==> src/rtl/edh_det_pkg.sv <==
package edh_det_pkg;

    typedef enum logic [2:0] {
        ST_HUNT,
        ST_GOT0,
        ST_GOT1,
        ST_GOT2,
        ST_CAP_AP,
        ST_CAP_FF,
        ST_CAP_ANC,
        ST_DONE
    } hdr_state_e;

    localparam int unsigned WORD_W  = 10;
    localparam logic [WORD_W-1:0] HDR_W0 = 10'h000;
    localparam logic [WORD_W-1:0] HDR_W1 = 10'h3FF;
    localparam logic [WORD_W-1:0] HDR_W2 = 10'h3FF;
    localparam logic [WORD_W-1:0] HDR_W3 = 10'h1F4;

    localparam int unsigned UES_BIT = 4;
    localparam int unsigned VAL_BIT = 8;

    localparam int unsigned UES_ANC = 0;
    localparam int unsigned UES_AP  = 1;
    localparam int unsigned UES_FF  = 2;
    localparam int unsigned NUM_REG = 3;

    typedef struct packed {
        logic ues;
        logic valid;
    } region_flags_t;

endpackage

==> src/rtl/edh_pos_match.sv <==
module edh_pos_match #(
    parameter int unsigned LINE_W     = 11,
    parameter int unsigned SMP_W      = 12,
    parameter int unsigned STD0_LINE  = 9,
    parameter int unsigned STD0_SMP   = 100,
    parameter int unsigned STD1_LINE  = 8,
    parameter int unsigned STD1_SMP   = 200
) (
    input  logic [LINE_W-1:0] line_i,
    input  logic [SMP_W-1:0]  sample_i,
    input  logic              std_sel_i,
    output logic              at_slot_o
);
    localparam int unsigned NUM_STD = 2;

    logic [NUM_STD-1:0] hit;

    for (genvar g = 0; g < NUM_STD; g++) begin : g_std
        localparam int unsigned L_RAW = (g == 0) ? STD0_LINE : STD1_LINE;
        localparam int unsigned S_RAW = (g == 0) ? STD0_SMP  : STD1_SMP;
        localparam logic [LINE_W-1:0] EXP_LINE = LINE_W'(L_RAW);
        localparam logic [SMP_W-1:0]  EXP_SMP  = SMP_W'(S_RAW);
        assign hit[g] = (line_i == EXP_LINE) && (sample_i == EXP_SMP);
    end

    assign at_slot_o = hit[std_sel_i];

endmodule

==> src/rtl/edh_hdr_fsm.sv <==
module edh_hdr_fsm
    import edh_det_pkg::*;
(
    input  logic              clk_i,
    input  logic              rst_ni,
    input  logic              field_end_i,
    input  logic [WORD_W-1:0] word_i,
    input  logic              at_slot_i,
    output hdr_state_e        state_o,
    output logic              start_ok_o,
    output logic              pkt_done_o,
    output region_flags_t     ap_flags_o,
    output region_flags_t     ff_flags_o,
    output logic              anc_ues_o
);
    hdr_state_e state_q, state_d;
    logic       start_ok_q;
    logic       is_w0;

    assign is_w0 = (word_i == HDR_W0);

    // state register
    always_ff @(posedge clk_i) begin
        if (!rst_ni) begin
            state_q <= ST_HUNT;
        end else begin
            state_q <= state_d;
        end
    end

    // next state
    always_comb begin
        state_d = state_q;
        if (field_end_i) begin
            state_d = ST_HUNT;
        end else begin
            unique case (state_q)
                ST_HUNT:    state_d = is_w0 ? ST_GOT0 : ST_HUNT;
                ST_GOT0: begin
                    if (word_i == HDR_W1)  state_d = ST_GOT1;
                    else if (is_w0)        state_d = ST_GOT0;
                    else                   state_d = ST_HUNT;
                end
                ST_GOT1: begin
                    if (word_i == HDR_W2)  state_d = ST_GOT2;
                    else if (is_w0)        state_d = ST_GOT0;
                    else                   state_d = ST_HUNT;
                end
                ST_GOT2: begin
                    if (word_i == HDR_W3)  state_d = start_ok_q ? ST_CAP_AP : ST_HUNT;
                    else if (is_w0)        state_d = ST_GOT0;
                    else                   state_d = ST_HUNT;
                end
                ST_CAP_AP:  state_d = ST_CAP_FF;
                ST_CAP_FF:  state_d = ST_CAP_ANC;
                ST_CAP_ANC: state_d = ST_DONE;
                ST_DONE:    state_d = ST_DONE;
                default:    state_d = ST_HUNT;
            endcase
        end
    end

    // header start position and flag word capture
    always_ff @(posedge clk_i) begin
        if (!rst_ni) begin
            start_ok_q <= 1'b0;
            ap_flags_o <= '0;
            ff_flags_o <= '0;
            anc_ues_o  <= 1'b0;
        end else if (field_end_i) begin
            start_ok_q <= 1'b0;
        end else begin
            if (state_d == ST_GOT0) begin
                start_ok_q <= at_slot_i;
            end
            if (state_q == ST_CAP_AP) begin
                ap_flags_o <= '{ues: word_i[UES_BIT], valid: word_i[VAL_BIT]};
            end
            if (state_q == ST_CAP_FF) begin
                ff_flags_o <= '{ues: word_i[UES_BIT], valid: word_i[VAL_BIT]};
            end
            if (state_q == ST_CAP_ANC) begin
                anc_ues_o <= word_i[UES_BIT];
            end
        end
    end

    assign state_o    = state_q;
    assign start_ok_o = start_ok_q;
    assign pkt_done_o = (state_q == ST_DONE);

endmodule

==> src/rtl/edh_ues_calc.sv <==
module edh_ues_calc
    import edh_det_pkg::*;
(
    input  logic               pkt_done_i,
    input  region_flags_t      ap_flags_i,
    input  region_flags_t      ff_flags_i,
    input  logic               anc_ues_i,
    output logic               missing_o,
    output logic [NUM_REG-1:0] ues_o
);
    always_comb begin
        missing_o = !pkt_done_i;
        if (missing_o) begin
            ues_o = '1;
        end else begin
            ues_o[UES_ANC] = anc_ues_i;
            ues_o[UES_AP]  = ap_flags_i.ues | ~ap_flags_i.valid;
            ues_o[UES_FF]  = ff_flags_i.ues | ~ff_flags_i.valid;
        end
    end
endmodule

==> src/rtl/edh_presence_ues.sv <==
module edh_presence_ues
    import edh_det_pkg::*;
#(
    parameter int unsigned LINE_W    = 11,
    parameter int unsigned SMP_W     = 12,
    parameter int unsigned STD0_LINE = 9,
    parameter int unsigned STD0_SMP  = 100,
    parameter int unsigned STD1_LINE = 8,
    parameter int unsigned STD1_SMP  = 200
) (
    input  logic              clk_i,
    input  logic              rst_ni,
    input  logic [9:0]        vid_word_i,
    input  logic [LINE_W-1:0] line_i,
    input  logic [SMP_W-1:0]  sample_i,
    input  logic              std_sel_i,
    input  logic              field_end_i,
    output logic              no_pkt_o,
    output logic [2:0]        ues_o
);
    logic               at_slot;
    hdr_state_e         state;
    logic               start_ok;
    logic               pkt_done;
    region_flags_t      ap_flags, ff_flags;
    logic               anc_ues;
    logic               missing_d;
    logic [NUM_REG-1:0] ues_d;

    edh_pos_match #(
        .LINE_W(LINE_W), .SMP_W(SMP_W),
        .STD0_LINE(STD0_LINE), .STD0_SMP(STD0_SMP),
        .STD1_LINE(STD1_LINE), .STD1_SMP(STD1_SMP)
    ) u_pos (
        .line_i    (line_i),
        .sample_i  (sample_i),
        .std_sel_i (std_sel_i),
        .at_slot_o (at_slot)
    );

    edh_hdr_fsm u_fsm (
        .clk_i       (clk_i),
        .rst_ni      (rst_ni),
        .field_end_i (field_end_i),
        .word_i      (vid_word_i),
        .at_slot_i   (at_slot),
        .state_o     (state),
        .start_ok_o  (start_ok),
        .pkt_done_o  (pkt_done),
        .ap_flags_o  (ap_flags),
        .ff_flags_o  (ff_flags),
        .anc_ues_o   (anc_ues)
    );

    edh_ues_calc u_calc (
        .pkt_done_i (pkt_done),
        .ap_flags_i (ap_flags),
        .ff_flags_i (ff_flags),
        .anc_ues_i  (anc_ues),
        .missing_o  (missing_d),
        .ues_o      (ues_d)
    );

    // end-of-field output register
    always_ff @(posedge clk_i) begin
        if (!rst_ni) begin
            no_pkt_o <= 1'b1;
            ues_o    <= '1;
        end else if (field_end_i) begin
            no_pkt_o <= missing_d;
            ues_o    <= ues_d;
        end
    end

endmodule

==> config.mk <==
export PLATFORM = sky130hd
export DESIGN_NAME = edh_presence_ues
export DESIGN_NICKNAME = d
export VERILOG_FILES = /design/src/rtl/edh_det_pkg.sv /design/src/rtl/edh_pos_match.sv /design/src/rtl/edh_hdr_fsm.sv /design/src/rtl/edh_ues_calc.sv /design/src/rtl/edh_presence_ues.sv
export SDC_FILE = /design/constraint.sdc
export NUM_CORES = 1
export LEC_CHECK = 0
export ABC_CLOCK_PERIOD_IN_PS = 2400
export CAP_MARGIN = 25
export CELL_PAD_IN_SITES_DETAIL_PLACEMENT = 2
export CELL_PAD_IN_SITES_GLOBAL_PLACEMENT = 2
export CORE_MARGIN = 10
export CORE_UTILIZATION = 19
export DETAILED_ROUTE_END_ITERATION = 10
export GPL_TIMING_DRIVEN = 0
export PLACE_DENSITY = 0.76
export SYNTH_ARGS = -nofsm -noshare
export SYNTH_HDL_FRONTEND = slang
export SYNTH_SLANG_ARGS = --single-unit
export TNS_END_PERCENT = 1
==> constraint.sdc <==
create_clock -name clk_i -period 2.4 [get_ports clk_i]
set_input_delay 0.48 -clock clk_i [delete_from_list [all_inputs] [get_ports clk_i]]
set_output_delay 0.48 -clock clk_i [all_outputs]
set_load 0.02 [all_outputs]
### Word level (Yosys, flattened, before mapping)

Index checks and enable logic that the tools add are counted.

* flip-flop bits (word level): 13
* bits of input ports: 37
* output and inout bits: 4
* word-level logic and storage cells: 50

* magnitude comparators: 1
* equal/unequal tests: 14
* multiplexer cells: 10
* bitwise gates (word level): 6
* reductions and logical operators: 10

Operators by type and width (count)
* 11-bit by 4-bit == test with 1-bit output, second input constant: 2
* 3-bit one-hot mux with 7 select lines: 1
* 3-bit two-way mux: 6
* 12-bit by 7-bit == test with 1-bit output, second input constant: 1
* 12-bit by 8-bit == test with 1-bit output, second input constant: 1
* 3-bit == test, second input constant: 4
* 10-bit == test, second input constant: 1
* 10-bit by 9-bit == test with 1-bit output, second input constant: 1
* 10-bit logical NOT: 1
* 3-bit by 1-bit == test with 1-bit output, second input constant: 2
* 3-bit by 2-bit == test with 1-bit output, second input constant: 2
* 2-bit AND reduction: 3
* 1-bit NOT: 4
* 2-bit OR reduction: 2
* 3-bit logical NOT: 1
* 1-bit two-way mux: 3
* 1-bit logical AND: 2
* 1-bit by 2-bit less-than comparator with 1-bit output, second input constant: 1
* 1-bit bitwise OR: 2
* 1-bit logical NOT: 1

### Longest topological paths before layout

* depth in word-level cells: 6
* depth in mapped cells: 6
* gate-level depth less buffers: 5

### By module

From an unflattened synthesis, not the netlist that was laid out.

* cells, all modules: 82
* area, all modules: 709.4 um^2

By module, submodules not included
* edh_hdr_fsm: instances 1, cells each 54, area each 461.7 um^2, sequential area each 180.2 um^2
* edh_presence_ues: instances 1, cells each 13, area each 140.1 um^2, sequential area each 80.1 um^2
* edh_pos_match: instances 1, cells each 11, area each 82.6 um^2, sequential area each 0.0 um^2
* edh_ues_calc: instances 1, cells each 4, area each 25.0 um^2, sequential area each 0.0 um^2

### Worst setup path before layout

OpenSTA, ideal clock, no wires.

* kind: input port to flip-flop
* start: input vid_word_i[8]
* end: register u_fsm.start_ok_q, in the netlist u_fsm.start_ok_o
* setup time: 0.072 ns
* arrival: 1.855 ns
* required time: 2.328 ns
* setup slack: 0.473 ns
* cell stages on the path: 5
* path buffers: 0
* cells stage by stage: or4_4 -> nor4_4 -> a221oi_2 -> a2111oi_2 -> mux2i_1

* longest elaborated chain between the ends: 6
* elaborated cells on any way between the ends: 10
* those cells by class: eq/ne (3); mux (6); reduce/logical (1)

RTL lines
* start: declaration: line edh_presence_ues.sv:13 `input logic [9:0] vid_word_i,`
* 10-bit logical NOT: line edh_hdr_fsm.sv:20 `assign is_w0 = (word_i == HDR_W0);`
* 1-bit two-way mux
* 3-bit two-way mux, on equally long branches: line edh_hdr_fsm.sv:50, edh_hdr_fsm.sv:40, edh_hdr_fsm.sv:45
* 3-bit one-hot mux with 7 select lines (*): line edh_hdr_fsm.sv:37 `unique case (state_q)`
* 3-bit two-way mux (*): line edh_hdr_fsm.sv:34 `if (field_end_i) begin`
* 3-bit by 1-bit == test with 1-bit output (*): line edh_hdr_fsm.sv:73 `if (state_d == ST_GOT0) begin`
* end signal: assignment: line edh_hdr_fsm.sv:74 `start_ok_q <= at_slot_i;`
* end: declaration: line edh_hdr_fsm.sv:17 `logic start_ok_q;`

Mark *: on every way between the ends. The rest lies on a longest branch, timed or not.
A chain may end at the register's enable or synchronous reset.

### Worst setup path in the final report

* start: input vid_word_i[1]
* end: register u_fsm.start_ok_q, in the netlist u_fsm.start_ok_o

The elaborated chain is that of the path after synthesis.

==> metrics.md <==
| Metric | Value |
|---|---|
| Worst hold path endpoint | `u_fsm.start_ok_o` |
| GR Overflow Total | `0` |
| Worst vdd ir | `152 uV` |
| Post-CTS sizing | `0` |
| Global-route wire length before repair | `4.30 mm` |
| Number of synthesized flops with an enable pin | `0` |
| Gate power share | `16.6%` |
| Mapped Cells | `79` |
| CTS tree | `done` |
| Status | `finished, final reports clean` |
| Leak | `0.368 nW` |
| DRT iter0 DRCs | `23` |
| Worst Path Max Fanout | `2` |
| RD Place Congestion | `0.678` |
| Sequential power share | `43.9%` |
| TritonCTS buffer count | `3` |
| CORE AREA | `0.00361 sq mm` |
| Max-cap violations | `0` |
| Int Pwr | `0.000392 W` |
| FF-to-FF path depth | `5` |
| Adder-Cell Fraction of Synth Area | `0%` |
| Worst reg2reg setup slack | `0.73 ns` |
| Asr flop ratio synth | `0%` |
| Max Used Layer | `met4` |
| Switching Fraction | `20.3%` |
| DR WL/cell | `15.2 microns` |
| Synth Area in Compound Gates | `12.8%` |
| Clock power share | `39.5%` |
| Reg clk slew, reported paths | `0.05 ns` |
| Slew margin rel. | `58.0%` |
| Period utilization | `93.1%` |
| PwrDens | `407 mW/mm^2` |
| Vias in the first global route | `892` |
| Synth Area in XOR/XNOR | `1.25%` |
| Via Count | `786` |
| Top-count cell post-synth | `dfxtp_1` |
| Via-to-Cell Ratio | `4.60` |
| Largest net degree at the start of global routing | `11` |
| Max Slew Vio Count | `0` |
| ANT nets after route | `0` |
| Final TNS setup | `0 ns` |
| Global Route Usage Sum | `8.39%` |
| H-tree levels | `1` |
| HP Start | `u_fsm.start_ok_o` |
| Post-Syn Nets | `116` |
| Die width | `80.8 microns` |
| Largest family of logic cells by synthesized area | `simple AND/OR/NAND/NOR gates` |
| Crit. End Element | `flop` |
| Placed cell areas | `0.00116 sq mm` |
| N_diodes | `0` |
| Tot Pwr | `0.000491 W` |
| Critical Path Start Type | `primary input` |
| Commonest cells in the netlist | `13 x dfxtp_1, 7 x nor2b_1, 6 x nand2_1` |
| Worst hold margin | `0.486 ns` |
| Top Ports | `41` |
| Initial antenna violation count | `0` |
| Initial Util | `19.5%` |
| Synth Warn # | `0` |
| Final net count | `161` |
| Endpoints failing setup | `0` |
| Post-synth top area cell | `dfxtp_1` |
| Worst-Skew Late Latency | `0.24 ns` |
| Min cycle time layout | `2.23 ns` |
| Routed met1 length | `1.03 mm` |
| Post-DP HPWL | `2.27 mm` |
| Final Hold Violating Endpoints | `0` |
| Sink Count | `13` |
| Reg2reg start | `u_fsm.state_o[0]` |
| Post-Place Setup Slack | `-0.187 ns` |
| Synth Area in Simple Gates | `39.4%` |
| Worst hold stages | `2` |
| Hold Buf Count CTS | `0` |
| Post-CTS setup buffer count | `0` |
| FF+latch count, synth | `13` |
| Die area | `0.00653 sq mm` |
| DRT Pass-1 Iters | `3` |
| Synth cell types | `30` |
| Sequential share of the synthesized area | `37.1%` |
| # fillers | `426` |
| Worst-case clock buffer depth | `2` |
| Syn_area_per_cell | `8.89 sq um` |
| Sw Pwr | `0.0000998 W` |
| RSZ-0062 raised after global routing | `no` |
| Met2 WL post-DR | `1.35 mm` |
| IO Port Bufs | `40` |
| Mapped cell area | `702 sq um` |
| Height of the die | `80.8 microns` |
| Setup Skew | `0.00242 ns` |
| Met3 wire length | `152 microns` |
| Design area | `0.00121 sq mm` |
| Type of the worst setup path | `in -> reg` |
| Hold crit path type | `reg -> reg` |
| Critical R2R Capture | `u_fsm.start_ok_o` |
| Worst EP arrival | `2.35 ns` |
| P&R area growth vs syn | `72.0%` |
| Fmax achieved | `448 MHz` |
| Top_reg_cell synth | `dfxtp_1` |
| Worst-Margin Slew | `0.624 ns` |
| Top-area cell type share of the netlist area | `37.1%` |
| Layout cells sized above 1 | `7.32%` |
| Residual DRC count | `0` |
| Num rows | `22` |
| Detailed Route WL | `2.59 mm` |
| WP data required | `2.52 ns` |
| Final Worst Setup Slack | `0.167 ns` |
| Post-synthesis mux area share | `5.70%` |
| Top cells by area, synth | `dfxtp_1 37%, nor2b_1 6.2%, mux2i_1 5.7%` |
| Root Buffer | `clkbuf_8` |
==> metrics by stage <==
stage / util [%] / std cells
finish: 33.5 / 171
global placement: 32.2 / 167
CTS: 33.5 / 171
global route: 33.5 / 171
floorplan: - / 79
detailed placement: 32.2 / 167
==> cell type report <==
cell class | count | area, sq um | share of cell area, %
multi-input cells | 59 | 415 | 34.4
repair buffers | 40 | 400 | 33.2
flip-flops and latches | 13 | 260 | 21.6
well taps | 48 | 60.1 | 4.97
clock buffers | 4 | 45.0 | 3.73
plain buffers | 4 | 15.0 | 1.24
inverters | 3 | 11.3 | 0.933
==> cell families (layout without fill, tap and decap cells) <==
kind of cell | after synthesis | in the layout
flops | 13 | 13
mux | 4 | 4
xor+xnor | 1 | 1
compound gates | 11 | 11
simple gates | 43 | 43
buf+inv | 7 | 51
==> cells in the final DEF (no fill, tap or decap), types with 3 or more instances in the layout <==
| cell type | netlist | routed |
|---|---|---|
| nor2b_1 | 7 | 7 |
| nand4_1 | 4 | 4 |
| clkbuf_8 | 0 | 3 |
| nor4b_1 | 4 | 4 |
| mux2i_1 | 4 | 4 |
| nor3_1 | 3 | 3 |
| nand2_1 | 6 | 6 |
| inv_1 | 3 | 3 |
| clkbuf_1 | 4 | 5 |
| dfxtp_1 | 13 | 13 |
| nor2_1 | 4 | 4 |
| clkdlybuf4s50_1 | 0 | 40 |
| a21oi_1 | 3 | 3 |
| nor4_1 | 3 | 3 |
==> power groups by stage <==
stage                     Clock, W  Combinational (W)  Sequential (W)
after detailed placement         0          0.0000823        0.000221
after CTS                 0.000205          0.0000828        0.000216
after floorplan                  0          0.0000142        0.000221
after global placement           0          0.0000792        0.000221
after global routing      0.000219          0.0000877        0.000216
final                     0.000194          0.0000816        0.000216
==> critical path, stage by stage <==
cell	delay (ns)
clkdlybuf4s50_1	0.42
or4_1	0.60
o41ai_1	0.58
a2111oi_2	0.12
mux2i_1	0.14
==> metal layers <==
layer | vias to the layer above | global-route usage (%)
li1 | 384 | -
met4 | 0 | 4.67
met5 | - | 0
met2 | 25 | 14.7
met1 | 372 | 8.83
met3 | 5 | 2.43
==> registers in the layout, indices dropped and copies added, names as in the netlist <==
name              flops
u_fsm.ff_flags_o      2
no_pkt_o              1
u_fsm.ap_flags_o      2
u_fsm.anc_ues_o       1
ues_o                 3
u_fsm.state_o         3
u_fsm.start_ok_o      1
==> worst max-delay path by stage <==
stage	start	end	slack [ns]
after detailed placement	vid_word_i[4]	u_fsm.start_ok_o	-0.19
after CTS	vid_word_i[4]	u_fsm.start_ok_o	0.06
final	vid_word_i[1]	u_fsm.start_ok_o	0.17
after global routing	vid_word_i[1]	u_fsm.start_ok_o	0.09
after global placement	vid_word_i[4]	u_fsm.start_ok_o	-0.17
after floorplan	vid_word_i[8]	u_fsm.start_ok_o	0.47
No activity file was read; power rests on OpenSTA's default activity.
